===== src/rtl/i2cm_pkg.sv =====
// Shared types for the I2C master channel.
// Assumes: a single master on the bus and targets that do not stretch SCL.
package i2cm_pkg;
    typedef enum logic [3:0] {
        S_IDLE, S_START, S_LOW, S_HIGH, S_RSL, S_RSH, S_PL, S_PH, S_PE
    } bus_st_t;

    typedef enum logic [1:0] {
        B_ADR1, B_ADR2, B_ADR3, B_DATA
    } byte_ph_t;

    localparam logic [4:0] TEN_BIT_MARK = 5'b11110;
endpackage


===== src/rtl/i2cm_tick.sv =====
// Half-period timer: pulses tick once every max(div,1)+1 clocks while run is high.
// Assumes: run rises on the cycle a transfer begins; the count restarts whenever run is low.
module i2cm_tick #(
    parameter int DIVW = 16
) (
    input  logic            clk,
    input  logic            rst_n,
    input  logic            run,
    input  logic [DIVW-1:0] div,
    output logic            tick
);
    logic [DIVW-1:0] cnt;
    logic [DIVW-1:0] lim;

    // Clamp a divider of zero so that data can lag SCL by one clock inside a half-period.
    assign lim  = (div == '0) ? DIVW'(1) : div;
    assign tick = run && (cnt == lim);

    // Count clocks inside the current half-period.
    always_ff @(posedge clk) begin
        if (!rst_n)            cnt <= '0;
        else if (!run || tick) cnt <= '0;
        else                   cnt <= cnt + DIVW'(1);
    end
endmodule


===== src/rtl/i2cm_buf.sv =====
// Byte buffer shared by the host and the bus engine.
// Assumes: the top gates host writes while busy, so the engine is the only writer during a transfer.
module i2cm_buf #(
    parameter int DEPTH = 16,
    parameter int IW    = 4
) (
    input  logic          clk,
    input  logic          rst_n,
    input  logic          h_we,
    input  logic [IW-1:0] h_widx,
    input  logic [7:0]    h_wd,
    input  logic [IW-1:0] h_ridx,
    output logic [7:0]    h_rd,
    input  logic          e_we,
    input  logic [IW-1:0] e_widx,
    input  logic [7:0]    e_wd,
    input  logic [IW-1:0] e_ridx,
    output logic [7:0]    e_rd
);
    logic [7:0] mem [DEPTH];

    assign h_rd = mem[h_ridx];
    assign e_rd = mem[e_ridx];

    // Store a byte from the engine or, failing that, from the host.
    always_ff @(posedge clk) begin
        if (!rst_n) begin
            for (int i = 0; i < DEPTH; i++) mem[i] <= '0;
        end else if (e_we) begin
            mem[e_widx] <= e_wd;
        end else if (h_we) begin
            mem[h_widx] <= h_wd;
        end
    end
endmodule


===== src/rtl/i2cm_eng.sv =====
// Bus engine: sequences start, address bytes, repeated start, data and stop,
// one state per SCL half-period.
// Assumes: tick marks the last clock of each half-period; sda_in is the resolved line level.
module i2cm_eng
    import i2cm_pkg::*;
#(
    parameter int IW = 4
) (
    input  logic          clk,
    input  logic          rst_n,
    input  logic          tick,
    input  logic          cmd_start,
    input  logic          cmd_read,
    input  logic          cmd_ten,
    input  logic [9:0]    cmd_addr,
    input  logic [IW-1:0] cmd_last,
    input  logic          sda_in,
    input  logic [7:0]    buf_rd,
    output logic [IW-1:0] buf_ridx,
    output logic          buf_we,
    output logic [IW-1:0] buf_widx,
    output logic [7:0]    buf_wd,
    output logic          busy,
    output logic          done,
    output logic          nack,
    output logic          scl_oe,
    output logic          sda_oe
);
    bus_st_t       st;
    byte_ph_t      ph;
    logic [8:0]    sh;
    logic [3:0]    bitc;
    logic [IW-1:0] bidx, bidx_nx, last_q;
    logic          rd_q, ten_q;
    logic [9:0]    adr_q;
    logic [6:0]    rxs;
    logic          done_q, nack_q, sda_q, sda_next;
    logic          rx_now;

    assign rx_now   = (ph == B_DATA) && rd_q;
    assign bidx_nx  = bidx + IW'(1);
    assign busy     = (st != S_IDLE);
    assign done     = done_q;
    assign nack     = nack_q;
    assign buf_ridx = (ph == B_DATA) ? bidx_nx : '0;
    assign buf_we   = tick && (st == S_HIGH) && rx_now && (bitc == 4'd7);
    assign buf_widx = bidx;
    assign buf_wd   = {rxs, sda_in};
    assign scl_oe   = (st == S_LOW) || (st == S_RSL) || (st == S_PL);
    assign sda_oe   = sda_q;

    // Choose the SDA pull for the current half-period.
    always_comb begin
        case (st)
            S_START, S_PL, S_PH: sda_next = 1'b1;
            S_LOW, S_HIGH:       sda_next = ~sh[8];
            default:             sda_next = 1'b0;
        endcase
    end

    // Advance the transfer one half-period at a time and track status.
    always_ff @(posedge clk) begin
        if (!rst_n) begin
            st <= S_IDLE; ph <= B_ADR1; sh <= '0; bitc <= '0; bidx <= '0;
            last_q <= '0; rd_q <= 1'b0; ten_q <= 1'b0; adr_q <= '0; rxs <= '0;
            done_q <= 1'b0; nack_q <= 1'b0; sda_q <= 1'b0;
        end else begin
            sda_q <= sda_next;
            if (st == S_IDLE) begin
                if (cmd_start) begin
                    rd_q <= cmd_read; ten_q <= cmd_ten; adr_q <= cmd_addr; last_q <= cmd_last;
                    done_q <= 1'b0; nack_q <= 1'b0;
                    ph <= B_ADR1; bitc <= '0; bidx <= '0;
                    sh <= cmd_ten ? {TEN_BIT_MARK, cmd_addr[9:8], 1'b0, 1'b1}
                                  : {cmd_addr[6:0], cmd_read, 1'b1};
                    st <= S_START;
                end
            end else if (tick) begin
                case (st)
                    S_START: st <= S_LOW;
                    S_LOW:   st <= S_HIGH;
                    S_HIGH: begin
                        if (bitc != 4'd8) begin
                            if (rx_now) rxs <= {rxs[5:0], sda_in};
                            sh   <= {sh[7:0], 1'b0};
                            bitc <= bitc + 4'd1;
                            st   <= S_LOW;
                        end else if (!rx_now && sda_in) begin
                            nack_q <= 1'b1;
                            st     <= S_PL;
                        end else begin
                            bitc <= '0;
                            st   <= S_LOW;
                            case (ph)
                                B_ADR1: begin
                                    if (ten_q) begin
                                        ph <= B_ADR2;
                                        sh <= {adr_q[7:0], 1'b1};
                                    end else begin
                                        ph <= B_DATA;
                                        sh <= rd_q ? {8'hFF, last_q == '0} : {buf_rd, 1'b1};
                                    end
                                end
                                B_ADR2: begin
                                    if (rd_q) begin
                                        ph <= B_ADR3;
                                        st <= S_RSL;
                                        sh <= {TEN_BIT_MARK, adr_q[9:8], 1'b1, 1'b1};
                                    end else begin
                                        ph <= B_DATA;
                                        sh <= {buf_rd, 1'b1};
                                    end
                                end
                                B_ADR3: begin
                                    ph <= B_DATA;
                                    sh <= {8'hFF, last_q == '0};
                                end
                                default: begin
                                    if (bidx == last_q) begin
                                        st <= S_PL;
                                    end else begin
                                        bidx <= bidx_nx;
                                        sh   <= rd_q ? {8'hFF, bidx_nx == last_q} : {buf_rd, 1'b1};
                                    end
                                end
                            endcase
                        end
                    end
                    S_RSL: st <= S_RSH;
                    S_RSH: st <= S_START;
                    S_PL:  st <= S_PH;
                    S_PH:  st <= S_PE;
                    default: begin
                        st     <= S_IDLE;
                        done_q <= 1'b1;
                    end
                endcase
            end
        end
    end
endmodule


===== src/rtl/i2cm_channel.sv =====
// Top of the I2C master channel: divider, byte buffer and bus engine.
// Assumes: open-drain lines driven through the *_oe outputs; host buffer writes are honoured only while idle.
module i2cm_channel #(
    parameter int DIVW  = 16,
    parameter int DEPTH = 16,
    localparam int IW   = $clog2(DEPTH)
) (
    input  logic            clk,
    input  logic            rst_n,
    input  logic [DIVW-1:0] cfg_div,
    input  logic            cmd_start,
    input  logic            cmd_read,
    input  logic            cmd_ten,
    input  logic [9:0]      cmd_addr,
    input  logic [IW-1:0]   cmd_cnt,
    input  logic            wr_en,
    input  logic [IW-1:0]   wr_idx,
    input  logic [7:0]      wr_data,
    input  logic [IW-1:0]   rd_idx,
    output logic [7:0]      rd_data,
    input  logic            sda_in,
    output logic            scl_oe,
    output logic            sda_oe,
    output logic            busy,
    output logic            done,
    output logic            nack
);
    logic          tick;
    logic          e_we;
    logic [IW-1:0] e_widx, e_ridx;
    logic [7:0]    e_wd, e_rd;

    i2cm_tick #(.DIVW(DIVW)) tick_i (
        .clk(clk), .rst_n(rst_n), .run(busy), .div(cfg_div), .tick(tick)
    );

    i2cm_buf #(.DEPTH(DEPTH), .IW(IW)) buf_i (
        .clk(clk), .rst_n(rst_n),
        .h_we(wr_en && !busy), .h_widx(wr_idx), .h_wd(wr_data),
        .h_ridx(rd_idx), .h_rd(rd_data),
        .e_we(e_we), .e_widx(e_widx), .e_wd(e_wd),
        .e_ridx(e_ridx), .e_rd(e_rd)
    );

    i2cm_eng #(.IW(IW)) eng_i (
        .clk(clk), .rst_n(rst_n), .tick(tick),
        .cmd_start(cmd_start), .cmd_read(cmd_read), .cmd_ten(cmd_ten),
        .cmd_addr(cmd_addr), .cmd_last(cmd_cnt), .sda_in(sda_in),
        .buf_rd(e_rd), .buf_ridx(e_ridx), .buf_we(e_we),
        .buf_widx(e_widx), .buf_wd(e_wd),
        .busy(busy), .done(done), .nack(nack),
        .scl_oe(scl_oe), .sda_oe(sda_oe)
    );
endmodule


===== config.mk =====
export PLATFORM = sky130hd
export DESIGN_NAME = i2cm_channel
export DESIGN_NICKNAME = d
export VERILOG_FILES = /design/src/rtl/i2cm_pkg.sv /design/src/rtl/i2cm_tick.sv /design/src/rtl/i2cm_buf.sv /design/src/rtl/i2cm_eng.sv /design/src/rtl/i2cm_channel.sv
export SDC_FILE = /design/constraint.sdc
export NUM_CORES = 1
export LEC_CHECK = 0
export BUFFER_PORTS_ARGS = -buffer_cell sky130_fd_sc_hd__buf_2
export CAP_MARGIN = 20
export CORE_MARGIN = 8
export CORE_UTILIZATION = 59
export CTS_CLUSTER_SIZE = 14
export DETAILED_ROUTE_END_ITERATION = 8
export GPL_TIMING_DRIVEN = 0
export PLACE_DENSITY = 0.76
export SLEW_MARGIN = 20
export SYNTH_ARGS = -nofsm -noshare
export SYNTH_HDL_FRONTEND = slang
export SYNTH_SLANG_ARGS = --single-unit

===== constraint.sdc =====
create_clock -name clk -period 4.66 [get_ports clk]
set_input_delay 0.466 -clock clk [delete_from_list [all_inputs] [get_ports clk]]
set_output_delay 0.466 -clock clk [all_outputs]
set_load 0.01 [all_outputs]

# Word level (Yosys, flattened, before mapping)

Memories as Yosys holds them, arrays and structs flattened.
Cells that the tools add are included.

Add/subtract/negate cells: 3
Eq/ne operators: 23
Muxes and demuxes: 70
Bitwise operators: 3
Reduce and logical (&&, ||, !) cells: 38

Operator list:

| cell                                                            | number |
|---|---|
| 9-bit two-way mux                                               | 12 |
| 4-bit two-way mux                                               | 21 |
| 4-bit one-hot mux with 7 select lines                           | 1 |
| 9-bit one-hot mux with 3 select lines                           | 1 |
| 4-bit by 3-bit == test with 1-bit output, second input constant | 5 |
| 1-bit two-way mux                                               | 20 |
| 16-bit by 1-bit adder with 16-bit output, second input constant | 1 |
| 16-bit == test                                                  | 1 |
| 16-bit zero test                                                | 1 |
| 16-bit two-way mux                                              | 1 |
| 8-bit two-way mux                                               | 2 |
| 8-bit OR reduction                                              | 2 |
| 5-bit AND reduction                                             | 3 |
| 2-bit two-way mux                                               | 7 |
| 2-bit by 1-bit != test with 1-bit output, second input constant | 5 |
| 4-bit by 1-bit adder with 4-bit output, second input constant   | 2 |
| 4-bit by 2-bit == test with 1-bit output, second input constant | 2 |
| 4-bit == test                                                   | 2 |
| 4-bit zero test                                                 | 2 |
| 4-bit one-hot mux with 2 select lines                           | 1 |
| 4-bit nonzero test                                              | 2 |
| 1-bit logical AND                                               | 7 |
| 7-bit AND reduction                                             | 1 |
| 7-bit OR reduction                                              | 1 |
| 21 further kinds                                                | 34 |

Register bits: 65
RAM bits: 128
Output and inout port bits: 13
Word-level logic and storage cells: 152
Memories: 1

Memories:

| memory    | words | bits a word | read ports | clocked after Yosys merged registers in | wr ports | RTL line       | source |
|---|---|---|---|---|---|---|---|
| buf_i.mem | 16    | 8           | 2          | 0                                       | 16       | i2cm_buf.sv:20 | `logic [7:0] mem [DEPTH];` |

# Longest topological paths before layout

Gate-level depths: netlist of the first run.

Word-level depth: 13
Depth in mapped cells: 9
Mapped depth without buffers: 8

# Cells and area by module

Synthesis of the first run repeated with hierarchy kept, for this count alone.

Cells, all modules: 935
Area total of the unflattened synthesis: 10661.5 um^2

By module, submodules not included:

| module       | instances | cells each | area each (um^2) |
|---|---|---|---|
| i2cm_buf     | 1         | 478        | 6834.1 |
| i2cm_eng     | 1         | 348        | 2810.2 |
| i2cm_tick    | 1         | 108        | 1003.5 |
| i2cm_channel | 1         | 1          | 13.8 |

# Least setup slack after synthesis of the first run

OpenSTA, ideal clock, no wires.

Path type: input port to output port
Start point: input rd_idx[1]
End point: output rd_data[0]
Data arrival time: 2.284 ns
Slack: 1.910 ns
Stages: 4
Cells stage by stage: clkbuf_1 buf_1 mux4_2 mux4_2

Word-level cells in the longest chain between the ends: 1

RTL lines:

| what               | RTL line           | source |
|---|---|---|
| start: declaration | i2cm_channel.sv:19 | `input logic [IW-1:0] rd_idx,` |
| memory 16 x 8 bit  | --                 |  |
| end: declaration   | i2cm_channel.sv:20 | `output logic [7:0] rd_data,` |

No other way between the ends.

==> results of run 1 <==
where the power goes:
part	leakage, nW	switching [mW]	internal [mW]
registers	1.81	0.0566	1.91
logic	1.93	0.329	0.180
clock network	0.276	0.689	0.744
total	4.01	1.08	2.83
registers in the layout (all words and copies together) (netlist names), 2 cells and up:
signal,cells
eng_i.last_q,4
buf_i.mem,128
tick_i.cnt,16
eng_i.rxs,7
eng_i.bitc,4
eng_i.ph,2
eng_i.adr_q,10
eng_i.sh,9
eng_i.buf_widx,4
eng_i.st,4
cell type report:
cell class              count  area [µm²]
inverters                  17        63.8
well taps                 234         293
clock buffers              17         425
multi-input cells         743        5360
clock inverters            14         134
plain buffers              97         414
fillers                  1453        6320
repair buffers             60         300
flip-flops and latches    193        5140
cells by family after synthesis:
kind of cell / count (synthesis) / synth area share
flip-flops: 193 / 0.469
multiplexers: 86 / 0.139
AO/OA/AOI/OAI: 198 / 0.121
adder cells (fa/ha/maj): 9 / 0.0103
buffers and inverters: 114 / 0.0435
XOR/XNOR: 41 / 0.0327
AND/OR/NAND/NOR: 409 / 0.185
Yosys cell counts, types with 7 or more instances:
master                        n
sky130_fd_sc_hd__nor4_1      11
sky130_fd_sc_hd__a31oi_1     12
sky130_fd_sc_hd__buf_1       14
sky130_fd_sc_hd__nor3_1     139
sky130_fd_sc_hd__nand3_1     30
sky130_fd_sc_hd__buf_2       26
sky130_fd_sc_hd__inv_1       16
sky130_fd_sc_hd__mux4_2      53
sky130_fd_sc_hd__o22ai_1      9
sky130_fd_sc_hd__ha_1         9
sky130_fd_sc_hd__and2_1       7
sky130_fd_sc_hd__mux2i_1     31
sky130_fd_sc_hd__a21oi_1     59
sky130_fd_sc_hd__nand2b_1    10
sky130_fd_sc_hd__nor3b_1      8
sky130_fd_sc_hd__xnor2_1     15
sky130_fd_sc_hd__xor2_1      26
sky130_fd_sc_hd__o21ai_0     35
sky130_fd_sc_hd__edfxtp_1   128
sky130_fd_sc_hd__nand4_1      9
sky130_fd_sc_hd__and3_1      14
sky130_fd_sc_hd__clkbuf_1    51
sky130_fd_sc_hd__nor2_1      50
sky130_fd_sc_hd__o2111ai_1   11
sky130_fd_sc_hd__dfxtp_1     65
sky130_fd_sc_hd__nand2_1    104
worst max-delay path by stage:
stage                             start                             to  slack, ps  cells after the start
4_1_cts        eng_i.ph[0]$_SDFFE_PN0P_  buf_i.mem[0][5]$_SDFFCE_PN0P_       1010                      7
3_3_place_gp                  rd_idx[0]                     rd_data[0]       1130                      6
3_5_place_dp   eng_i.ph[0]$_SDFFE_PN0P_  buf_i.mem[3][3]$_SDFFCE_PN0P_       1070                      7
5_1_grt        eng_i.ph[1]$_SDFFE_PN0P_  buf_i.mem[0][5]$_SDFFCE_PN0P_        740                      7
6_report       eng_i.ph[0]$_SDFFE_PN0P_  buf_i.mem[2][2]$_SDFFCE_PN0P_        850                      7
2_1_floorplan                 rd_idx[1]                     rd_data[0]       1910                      4
layer usage:
| layer | wire (µm) | global-route usage |
|---|---|---|
| met1 | 13500 | 0.394 |
| met2 | 15600 | 0.461 |
| met3 | 4550 | 0.0862 |
| met4 | 1730 | 0.143 |
| met5 | 0 | 0 |
worst register-to-register path, delay by kind of cell, from the launching register on:
kind,cells,cell delay (ps)
adder cells (fa/ha/maj),1,390
AND/OR/NAND/NOR,3,1550
flip-flops,1,430
buffers and inverters,2,750
AO/OA/AOI/OAI,1,300
per-stage QoR:
step	setup WS, ps	power [mW]	instances	instance area, µm²	hold slack [ps]
detailed placement	1070	2.48	1344	11600	451
floorplan	1910	2.30	1050	11000	434
global route	743	4.00	1375	12100	283
finish	847	3.91	1375	12100	261
CTS	1010	3.88	1375	12100	261
global placement	1130	2.48	1344	11600	443
==> key figures, run 1 <==
Routing
  – Vias after detailed routing: 9681
  – Iter 0 DRT Violations: 1438
  – Detailed-routing iteration count for the pre-antenna-repair pass: 6
  – Vias per cell: 7.04
  – DR WL/cell: 25.7 µm
  – DRC violations left: 0
  – Remaining antenna violation count: 0
  – Final WL: 35.4 mm

Clocking
  – Clk sink count: 193
  – Number of resized instances in the post-cts repair step: 0
  – Clock tree from TritonCTS: built
  – Clock root buffer: sky130_fd_sc_hd__clkbuf_16
  – Clock transition time at the flip-flop clock pins of the worst setup and hold paths: 70 ps
  – Latest clock arrival within the worst-skew pair: 440 ps
  – Buffer levels on the longest clock path: 2
  – H-tree level count: 4
  – Post-CTS Setup Bufs: 0
  – Hold_buf cts: 0
  – CTS Buf Count: 17

Synth
  – Net count after synthesis: 1112
  – Portion of the post-synthesis area used by sequential elements: 0.469
  – Number of enable flip-flop cells after synthesis: 128
  – Share of Yosys cell area claimed by the top area cell type: 0.350
  – Cell count after synthesis: 1050
  – Library cell occupying the most area in the post-synthesis netlist: sky130_fd_sc_hd__edfxtp_1
  – Post-Syn Area per Cell: 10.5 µm²
  – Netlist Area Pre-Place: 11000 µm²
  – Total of warnings raised by yosys: 0
  – Proportion of register bits with asynchronous set or reset after synthesis: 0
  – Number of different library cells in the post-synthesis netlist: 73
  – Number of synthesized register bits: 193
  – Largest cells by area after synthesis: sky130_fd_sc_hd__edfxtp_1 35%, sky130_fd_sc_hd__dfxtp_1 12%, sky130_fd_sc_hd__mux4_2 11%
  – Dominant register cell in the synthesized netlist: sky130_fd_sc_hd__edfxtp_1

STA
  – Final Hold Vio Count: 0
  – Final critical-path share of the clock period: 0.818
  – Max_slew headroom: 0.216
  – Clock Skews: 9.73 ps
  – Achievable frequency: 0.262 GHz
  – Count of final max-slew check failures: 0
  – Post-layout minimum cycle time: 3810 ps
  – RSZ-0062 raised after global routing: false
  – Number of setup violations in the final report: 0
  – Tightest Pin Transition: 1180 ps
  – Total negative slack for setup checks: 0 ps

Critical path
  – Startpoint types: flip-flop
  – Kind of cell with the highest combined delay on the critical path: simple AND/OR/NAND/NOR gates
  – Highest-delay cell along the critical path: sky130_fd_sc_hd__nor2_1
  – CP Max Fanout: 10
  – Crit Reg-Reg Startpoint: eng_i.ph[0]$_SDFFE_PN0P_
  – Required arrival time at the worst endpoint: 4720 ps
  – Critical path capture point type: flip-flop
  – Category of the critical setup timing path: flip-flop to flip-flop
  – Combined buffer and inverter count along the critical path: 2
  – Data arrival, critical path: 3870 ps
  – Delay of the slowest cell on the worst path: 810 ps
  – Cells along the critical path: ha_1, clkbuf_1, nand3_1, nor3_2, a21oi_1, buf_2, nor2_1
  – Reg2reg end: buf_i.mem[2][2]$_SDFFCE_PN0P_
  – R2R setup slack: 850 ps
  – Depth of the worst register-to-register path: 7

Status
  – Outcome: finished, final reports clean

Global route
  – Wire length of the first global-routing pass: 54.4 mm
  – Initial antenna violation count: 0
  – Via count of the first global-routing pass: 9347
  – Grt total ovfl: 0
  – Global router's overall resource usage: 0.303
  – Largest net degree at the start of global routing: 18

Final layout
  – Fraction of layout cells with a size suffix above 1: 0.169
  – Count of inserted antenna diode cells: 0
  – Area added between synthesis and finish: 10.5%
  – Net count, final: 1191
  – Most common cell after layout, fill and taps aside: sky130_fd_sc_hd__nor3_1
  – Commonest cells after routing, fill and taps aside: 139 x sky130_fd_sc_hd__nor3_1, 128 x sky130_fd_sc_hd__edfxtp_1, 104 x sky130_fd_sc_hd__nand2_1, 86 x sky130_fd_sc_hd__buf_2, 65 x sky130_fd_sc_hd__dfxtp_1
  – Util after Layout: 0.657

Min path
  – WHS Path Cells: 3
  – Terminating pin of the worst hold path: eng_i.adr_q[7]$_SDFFE_PN0P_
  – Class of the tightest hold or removal check: primary input to flip-flop
  – Start point of the worst hold path: cmd_addr[7]

Job
  – Number of max-cap violations: 0

Floorplan
  – Die width: 152 µm
  – Overall die area: 23200 µm²
  – Standard-cell rows: 50
  – Core area: 18500 µm²
  – Effective utilization at floorplan: 0.595
  – Top-level I/O count: 66
  – Die boundary height: 152 µm

Placed design
  – Count of buffers from port buffering: 60
  – Routability congestion estimate from global placement: 0.993
  – Detailed-placement wirelength estimate: 25.9 mm

Pwr
  – Total power per unit cell area: 322 nW/µm²
  – Maximum vdd drop: 0.000274 V
  – Leakage power total: 4.01 nW
Power figures use the tool's default switching activity.
==> inputs of run 2 (changes only) <==
--- a/config.mk
+++ b/config.mk
@@ -8,11 +8,11 @@
 export BUFFER_PORTS_ARGS = -buffer_cell sky130_fd_sc_hd__buf_2
 export CAP_MARGIN = 20
 export CORE_MARGIN = 8
-export CORE_UTILIZATION = 59
+export CORE_UTILIZATION = 56
 export CTS_CLUSTER_SIZE = 14
 export DETAILED_ROUTE_END_ITERATION = 8
 export GPL_TIMING_DRIVEN = 0
-export PLACE_DENSITY = 0.76
+export PLACE_DENSITY = 0.75
 export SLEW_MARGIN = 20
 export SYNTH_ARGS = -nofsm -noshare
 export SYNTH_HDL_FRONTEND = slang
==> constraint.sdc (replaced) <==
create_clock -name clk -period 3.4 [get_ports clk]
set_input_delay 0.34 -clock clk [delete_from_list [all_inputs] [get_ports clk]]
set_output_delay 0.34 -clock clk [all_outputs]
set_load 0.01 [all_outputs]
==> run 2 against run 1 <==
  * Die area grew 4.8%
  * Non-clock buffer count grew 1
  * Critical path depth shrank 1
  * Cell count grew 2.5%
  * Flip-flop and latch count is the same
  * Total power grew 40%
  * Clock skew grew 5.1 ps
  * Worst hold slack lost 140 ps
==> key figures, run 2 (same netlist as run 1, synthesis figures left out) <==
STA
  – Achievable frequency: 0.303 GHz
  – Minimum setup slack in the final design: 98.1 ps
  – RSZ-0062 raised after global routing: false
  – Worst hold slack: 118 ps
  – Tightest Pin Transition: 1050 ps
  – Clock Skews: 14.8 ps
  – Number of setup violations in the final report: 0
  – Final Hold Vio Count: 0
  – Total negative slack for setup checks: 0 ps
  – Final critical-path share of the clock period: 0.971
  – Count of final max-slew check failures: 0
  – Max_slew headroom: 0.297
  – Post-layout minimum cycle time: 3300 ps

Final layout
  – Flip-flop count of the largest register, all copies and words added: 128
  – Top register by number of flip-flops: buf_i.mem
  – Number of standard cells in the final layout excluding fillers: 1409
  – Fraction of layout cells with a size suffix above 1: 0.183
  – Commonest cells after routing, fill and taps aside: 139 x sky130_fd_sc_hd__nor3_1, 128 x sky130_fd_sc_hd__edfxtp_1, 104 x sky130_fd_sc_hd__nand2_1, 86 x sky130_fd_sc_hd__buf_2, 65 x sky130_fd_sc_hd__dfxtp_1
  – Biggest regs: buf_i.mem: 128 flops, tick_i.cnt: 16 flops, eng_i.adr_q: 10 flops
  – Most common cell after layout, fill and taps aside: sky130_fd_sc_hd__nor3_1
  – Layout filler cell count: 1562
  – Area added between synthesis and finish: 11.7%
  – Total area of sequential cells: 5140 µm²
  – Net count, final: 1192
  – Util after Layout: 0.635
  – Area taken by multi-input logic gates: 5410 µm²
  – Non-Filler Cell Area, Final: 12300 µm²

Critical path
  – Crit Reg-Reg Startpoint: eng_i.ph[1]$_SDFFE_PN0P_
  – Reg2reg end: buf_i.mem[7][6]$_SDFFCE_PN0P_
  – CP Max Fanout: 10
  – End point of the critical path: rd_data[0]
  – Category of the critical setup timing path: primary input to output port
  – Depth of the worst register-to-register path: 6
  – Source of the critical timing path: rd_idx[0]
  – Required arrival time at the worst endpoint: 3060 ps
  – Startpoint types: primary input
  – Critical path capture point type: output port
  – R2R setup slack: 100 ps
  – Data arrival, critical path: 2960 ps

Pwr
  – Sequential power share: 0.492
  – Switching Power: 1.55 mW
  – Clock Power Share: 0.379
  – Leakage power total: 4.04 nW
  – Internal Power: 3.91 mW
  – Share of total power in combinational logic: 0.129
  – Total power per unit cell area: 445 nW/µm²
  – Switching Share: 0.284
  – Total power of the final layout: 5.46 mW
  – Maximum vdd drop: 0.000371 V

Clocking
  – Clock transition time at the flip-flop clock pins of the worst setup and hold paths: 80 ps
  – Clk sink count: 193
  – Latest clock arrival within the worst-skew pair: 460 ps
  – CTS Buf Count: 17
  – Hold_buf cts: 0
  – Clock tree from TritonCTS: built
  – H-tree level count: 4
  – Buffer levels on the longest clock path: 2
  – Clock root buffer: sky130_fd_sc_hd__clkbuf_16

Placed design
  – Count of buffers from port buffering: 60
  – Inst Count DP: 1375
  – Area after DPL: 11600 µm²
  – Detailed-placement wirelength estimate: 25.8 mm
  – Routability congestion estimate from global placement: 0.990
  – Worst Setup Slack post-DPL: -108 ps

Global route
  – Initial antenna violation count: 1
  – Grt total ovfl: 0
  – Via count of the first global-routing pass: 9306
  – Global router's overall resource usage: 0.290
  – Wire length of the first global-routing pass: 53.5 mm
  – Largest net degree at the start of global routing: 20

Routing
  – Iter 0 DRT Violations: 1383
  – Vias per cell: 6.82
  – Detailed-routing iteration count for the pre-antenna-repair pass: 6
  – DRC violations left: 0
  – Vias after detailed routing: 9605
  – Final WL: 34.6 mm
  – DR WL/cell: 24.6 µm
  – Remaining antenna violation count: 0

Floorplan
  – Die width: 156 µm
  – Core area: 19300 µm²
  – Overall die area: 24300 µm²
  – Die boundary height: 156 µm
  – Effective utilization at floorplan: 0.568
  – Top-level I/O count: 66
  – Standard-cell rows: 51

Min path
  – Start point of the worst hold path: cmd_cnt[0]
  – Class of the tightest hold or removal check: primary input to flip-flop

Status
  – Outcome: finished, final reports clean

Job
  – Number of max-cap violations: 0
-- run 2: cell count changes in the layout (fill, tap and decap cells not counted), moves of 2 or more --
| cell | previous run | this run |
|---|---|---|
| sky130_fd_sc_hd__clkbuf_1 | 51 | 49 |
| sky130_fd_sc_hd__clkbuf_2 | 2 | 4 |
| sky130_fd_sc_hd__clkinv_2 | 2 | 0 |
| sky130_fd_sc_hd__inv_6 | 5 | 3 |
| sky130_fd_sc_hd__inv_8 | 0 | 6 |
| sky130_fd_sc_hd__nor2_1 | 50 | 40 |
| sky130_fd_sc_hd__nor2_2 | 0 | 5 |
| sky130_fd_sc_hd__nor2_4 | 0 | 5 |
-- run 2: final cells by class --
cell class,instances,area share
Tap cell,265,0.0270
Inverter,17,0.00520
Clock buffer,17,0.0347
Sequential cell,193,0.419
Antenna cell,1,0.000204
Clock inverter,15,0.0132
Buffer,97,0.0340
Timing Repair Buffer,61,0.0251
Multi-Input combinational cell,743,0.441
-- run 2: per-layer routing --
layer,part of all wire,routed length (µm),vias up,GRT usage
li1,-,-,4162,-
met1,0.38,13200,4586,0.370
met2,0.45,15600,733,0.445
met3,0.12,4200,124,0.0839
met4,0.047,1610,0,0.141
met5,0,0,-,0.00862
-- run 2: power groups by stage --
stage	clock [mW]	sequential (mW)	combinational, mW
final	2.07	2.69	0.703
after detailed placement	0	2.74	0.668
after global routing	2.15	2.70	0.742
after CTS	2.05	2.68	0.674
after global placement	0	2.73	0.662
after floorplan	0	2.70	0.446
-- run 2: how the worst min path moves through the flow --
| stage | endpoint | slack, ps | cells past startpoint |
|---|---|---|---|
| final | eng_i.last_q[0]$_SDFFE_PN0P_ | 120 | 3 |
| after global routing | eng_i.last_q[0]$_SDFFE_PN0P_ | 130 | 3 |
| after CTS | eng_i.last_q[0]$_SDFFE_PN0P_ | 110 | 3 |
| after detailed placement | eng_i.rxs[6]$_SDFFE_PN0P_ | 450 | 2 |
| after global placement | eng_i.rxs[6]$_SDFFE_PN0P_ | 440 | 2 |
| after floorplan | eng_i.rxs[6]$_SDFFE_PN0P_ | 430 | 2 |
-- run 2: worst max-delay path, stage by stage --
cell and delay (ps):
sky130_fd_sc_hd__clkbuf_1 310, sky130_fd_sc_hd__buf_1 560, sky130_fd_sc_hd__clkbuf_1 610, sky130_fd_sc_hd__mux4_2 420, sky130_fd_sc_hd__mux4_2 540, sky130_fd_sc_hd__buf_2 170
-- run 2: what timing repair did --
action	CTS	global route
setup endpoints to repair	51	123
setup buffers	0	0
resized for setup	2	18
==> inputs of run 3 (changes only) <==
--- a/config.mk
+++ b/config.mk
@@ -5,6 +5,7 @@
 export SDC_FILE = /design/constraint.sdc
 export NUM_CORES = 1
 export LEC_CHECK = 0
+export ABC_AREA = 1
 export BUFFER_PORTS_ARGS = -buffer_cell sky130_fd_sc_hd__buf_2
 export CAP_MARGIN = 20
 export CORE_MARGIN = 8
==> run 3 against run 2 <==
  * Critical path type is now flip-flop to flip-flop
  * Cell area fell by 0.20%
  * Cell count rose by 22%
  * Maximum frequency rose by 3.1%
  * Via count rose by 7.2%
  * Largest power group unchanged
  * Worst hold slack improved by 8.9 ps
  * Clock skew fell by 1.8 ps
  * Synthesized cell count rose by 29%
  * Synthesized area rose by 0.49%
  * Routed wire length rose by 5.4%
  * Register-to-register slack improved by 100 ps
  * Count of clock-buffer cells in the layout rose by 2
==> key figures, run 3 <==
Critical path
  – Cell seen most often among critical-path stages: sky130_fd_sc_hd__nand2_1
  – Combined buffer and inverter count along the critical path: 2
  – Required arrival time at the worst endpoint: 3740 ps
  – CP Max Fanout: 10
  – Data arrival, critical path: 3550 ps
  – Critical path capture point type: flip-flop
  – Highest-delay cell along the critical path: sky130_fd_sc_hd__clkbuf_1
  – Category of the critical setup timing path: flip-flop to flip-flop
  – Kind of cell with the highest combined delay on the critical path: buffers and inverters
  – Startpoint types: flip-flop
  – Cells along the critical path: ha_1, nand2_1, inv_1, clkbuf_1, o21ai_0, o211ai_1, nand3_1, nand2_1, nand2_1, nand2_1, nand2_1, nor2_1, nor2_1
  – Delay of the slowest cell on the worst path: 650 ps

Synth
  – Share of Yosys cell area claimed by the top area cell type: 0.348
  – Dominant register cell in the synthesized netlist: sky130_fd_sc_hd__edfxtp_1
  – Post-Syn Area per Cell: 8.14 µm²
  – Synth top cells by count: 252 x sky130_fd_sc_hd__nor2_1, 198 x sky130_fd_sc_hd__nand2_1, 128 x sky130_fd_sc_hd__edfxtp_1
  – Most frequent cell after synthesis: sky130_fd_sc_hd__nor2_1
  – Net count after synthesis: 1418
  – Number of synthesized register bits: 193
  – Netlist Area Pre-Place: 11000 µm²
  – Proportion of register bits with asynchronous set or reset after synthesis: 0
  – Cell count after synthesis: 1356
  – Portion of the post-synthesis area used by sequential elements: 0.466
  – Total of warnings raised by yosys: 0
  – Library cell occupying the most area in the post-synthesis netlist: sky130_fd_sc_hd__edfxtp_1
  – Largest cells by area after synthesis: sky130_fd_sc_hd__edfxtp_1 35%, sky130_fd_sc_hd__dfxtp_1 12%, sky130_fd_sc_hd__nor2_1 8.6%
  – Number of enable flip-flop cells after synthesis: 128
  – Number of different library cells in the post-synthesis netlist: 51

Clocking
  – Hold_buf cts: 0
  – Clock root buffer: sky130_fd_sc_hd__clkbuf_16
  – Number of resized instances in the post-cts repair step: 0
  – Clk sink count: 193
  – Clock transition time at the flip-flop clock pins of the worst setup and hold paths: 80 ps
  – CTS Buf Count: 17
  – Buffer levels on the longest clock path: 2
  – Latest clock arrival within the worst-skew pair: 440 ps
  – H-tree level count: 4
  – Clock tree from TritonCTS: built
  – Post-CTS Setup Bufs: 0

Global route
  – Wire length of the first global-routing pass: 55.2 mm
  – Via count of the first global-routing pass: 9770
  – Initial antenna violation count: 0
  – Grt total ovfl: 0
  – Largest net degree at the start of global routing: 20
  – Global router's overall resource usage: 0.300

Routing
  – Vias after detailed routing: 10301
  – DRC violations left: 0
  – Remaining antenna violation count: 0
  – Detailed-routing iteration count for the pre-antenna-repair pass: 6
  – Iter 0 DRT Violations: 1326
  – DR WL/cell: 21.3 µm
  – Final WL: 36.5 mm
  – Vias per cell: 6.00

STA
  – Achievable frequency: 0.312 GHz
  – Final critical-path share of the clock period: 0.942
  – Number of setup violations in the final report: 0
  – Tightest Pin Transition: 836 ps
  – Post-layout minimum cycle time: 3200 ps
  – Total negative slack for setup checks: 0 ps
  – RSZ-0062 raised after global routing: false
  – Final Hold Vio Count: 0
  – Minimum setup slack in the final design: 199 ps
  – Max_slew headroom: 0.443
  – Count of final max-slew check failures: 0
  – Clock Skews: 13.0 ps

Pwr
  – Total power of the final layout: 5.42 mW
  – Total power per unit cell area: 443 nW/µm²
  – Leakage power total: 4.74 nW
  – Maximum vdd drop: 0.000366 V

Final layout
  – Area taken by multi-input logic gates: 5070 µm²
  – Net count, final: 1500
  – Total area of sequential cells: 5140 µm²
  – Most common cell after layout, fill and taps aside: sky130_fd_sc_hd__nor2_1
  – Top register by number of flip-flops: buf_i.mem
  – Fraction of layout cells with a size suffix above 1: 0.123
  – Area added between synthesis and finish: 11.0%
  – Util after Layout: 0.631
  – Number of standard cells in the final layout excluding fillers: 1717
  – Commonest cells after routing, fill and taps aside: 252 x sky130_fd_sc_hd__nor2_1, 198 x sky130_fd_sc_hd__nand2_1, 128 x sky130_fd_sc_hd__edfxtp_1, 126 x sky130_fd_sc_hd__o21ai_0, 123 x sky130_fd_sc_hd__inv_1
  – Layout filler cell count: 1791
  – Flip-flop count of the largest register, all copies and words added: 128
  – Biggest regs: buf_i.mem: 128 flops, tick_i.cnt: 16 flops, eng_i.adr_q: 10 flops

Floorplan
  – Overall die area: 24500 µm²
  – Effective utilization at floorplan: 0.569
  – Die boundary height: 156 µm
  – Top-level I/O count: 66
  – Die width: 156 µm
  – Standard-cell rows: 51
  – Core area: 19400 µm²

Placed design
  – Routability congestion estimate from global placement: 0.996
  – Count of buffers from port buffering: 63
  – Inst Count DP: 1684
  – Detailed-placement wirelength estimate: 27.3 mm
  – Worst Setup Slack post-DPL: 366 ps

Min path
  – Class of the tightest hold or removal check: primary input to flip-flop

Job
  – Number of max-cap violations: 0

Status
  – Outcome: finished, final reports clean
[run 3: area by class of cell]
cell class / count / area share
Buffer: 72 / 0.0263
Tap cell: 265 / 0.0271
Timing Repair Buffer: 63 / 0.0258
Inverter: 132 / 0.0408
Multi-Input combinational cell: 959 / 0.414
Antenna cell: 1 / 0.000204
Clock buffer: 19 / 0.0362
Clock inverter: 13 / 0.00961
Sequential cell: 193 / 0.420
[run 3: final timing paths]
path | from | endpoint | slack (ps) | depth (start not counted)
hold reg to reg | eng_i.rxs[1]$_SDFFE_PN0P_ | eng_i.rxs[2]$_SDFFE_PN0P_ | 470 | 2
setup / recovery | eng_i.ph[0]$_SDFFE_PN0P_ | eng_i.sh[7]$_SDFFE_PN0P_ | 200 | 13
setup reg to reg | eng_i.ph[0]$_SDFFE_PN0P_ | eng_i.sh[7]$_SDFFE_PN0P_ | 200 | 13
hold / removal | cmd_cnt[1] | eng_i.last_q[1]$_SDFFE_PN0P_ | 130 | 3
[run 3: logic make-up (layout without fill, tap and decap cells)]
group,count (synthesis),count (layout),synth area share
muxes,1,1,0.00125
DFF,193,193,0.466
AOI/OAI and AO/OA,330,330,0.177
adders and majority gates,9,9,0.0102
buffers and inverters,204,299,0.0744
other,0,1,0
xor gates and xnor gates,24,24,0.0191
and+or+nand+nor,595,595,0.252
[run 3: per-layer routing]
layer	track usage	wire [µm]	up-vias
met5	0	0	-
met4	0.137	1400	0
met3	0.0513	3600	97
met2	0.493	17100	615
met1	0.379	14400	4795
li1	-	-	4794
[run 3: tightest hold or removal path, stage by stage]
cell and delay [ps]:
sky130_fd_sc_hd__buf_2 70, sky130_fd_sc_hd__nor2_1 30, sky130_fd_sc_hd__nor2_1 80
[run 3: power breakdown]
part	internal, mW	switching [mW]
clock	0.986	0.981
sequential	2.59	0.0595
combinational	0.231	0.569
total	3.81	1.61
[run 3: metrics by stage]
stage / hold WS, ps / cell area, µm²
2_1_floorplan: 439 / 11000
3_3_place_gp: 450 / 11700
3_5_place_dp: 458 / 11700
4_1_cts: 120 / 12200
5_1_grt: 136 / 12200
6_report: 127 / 12200
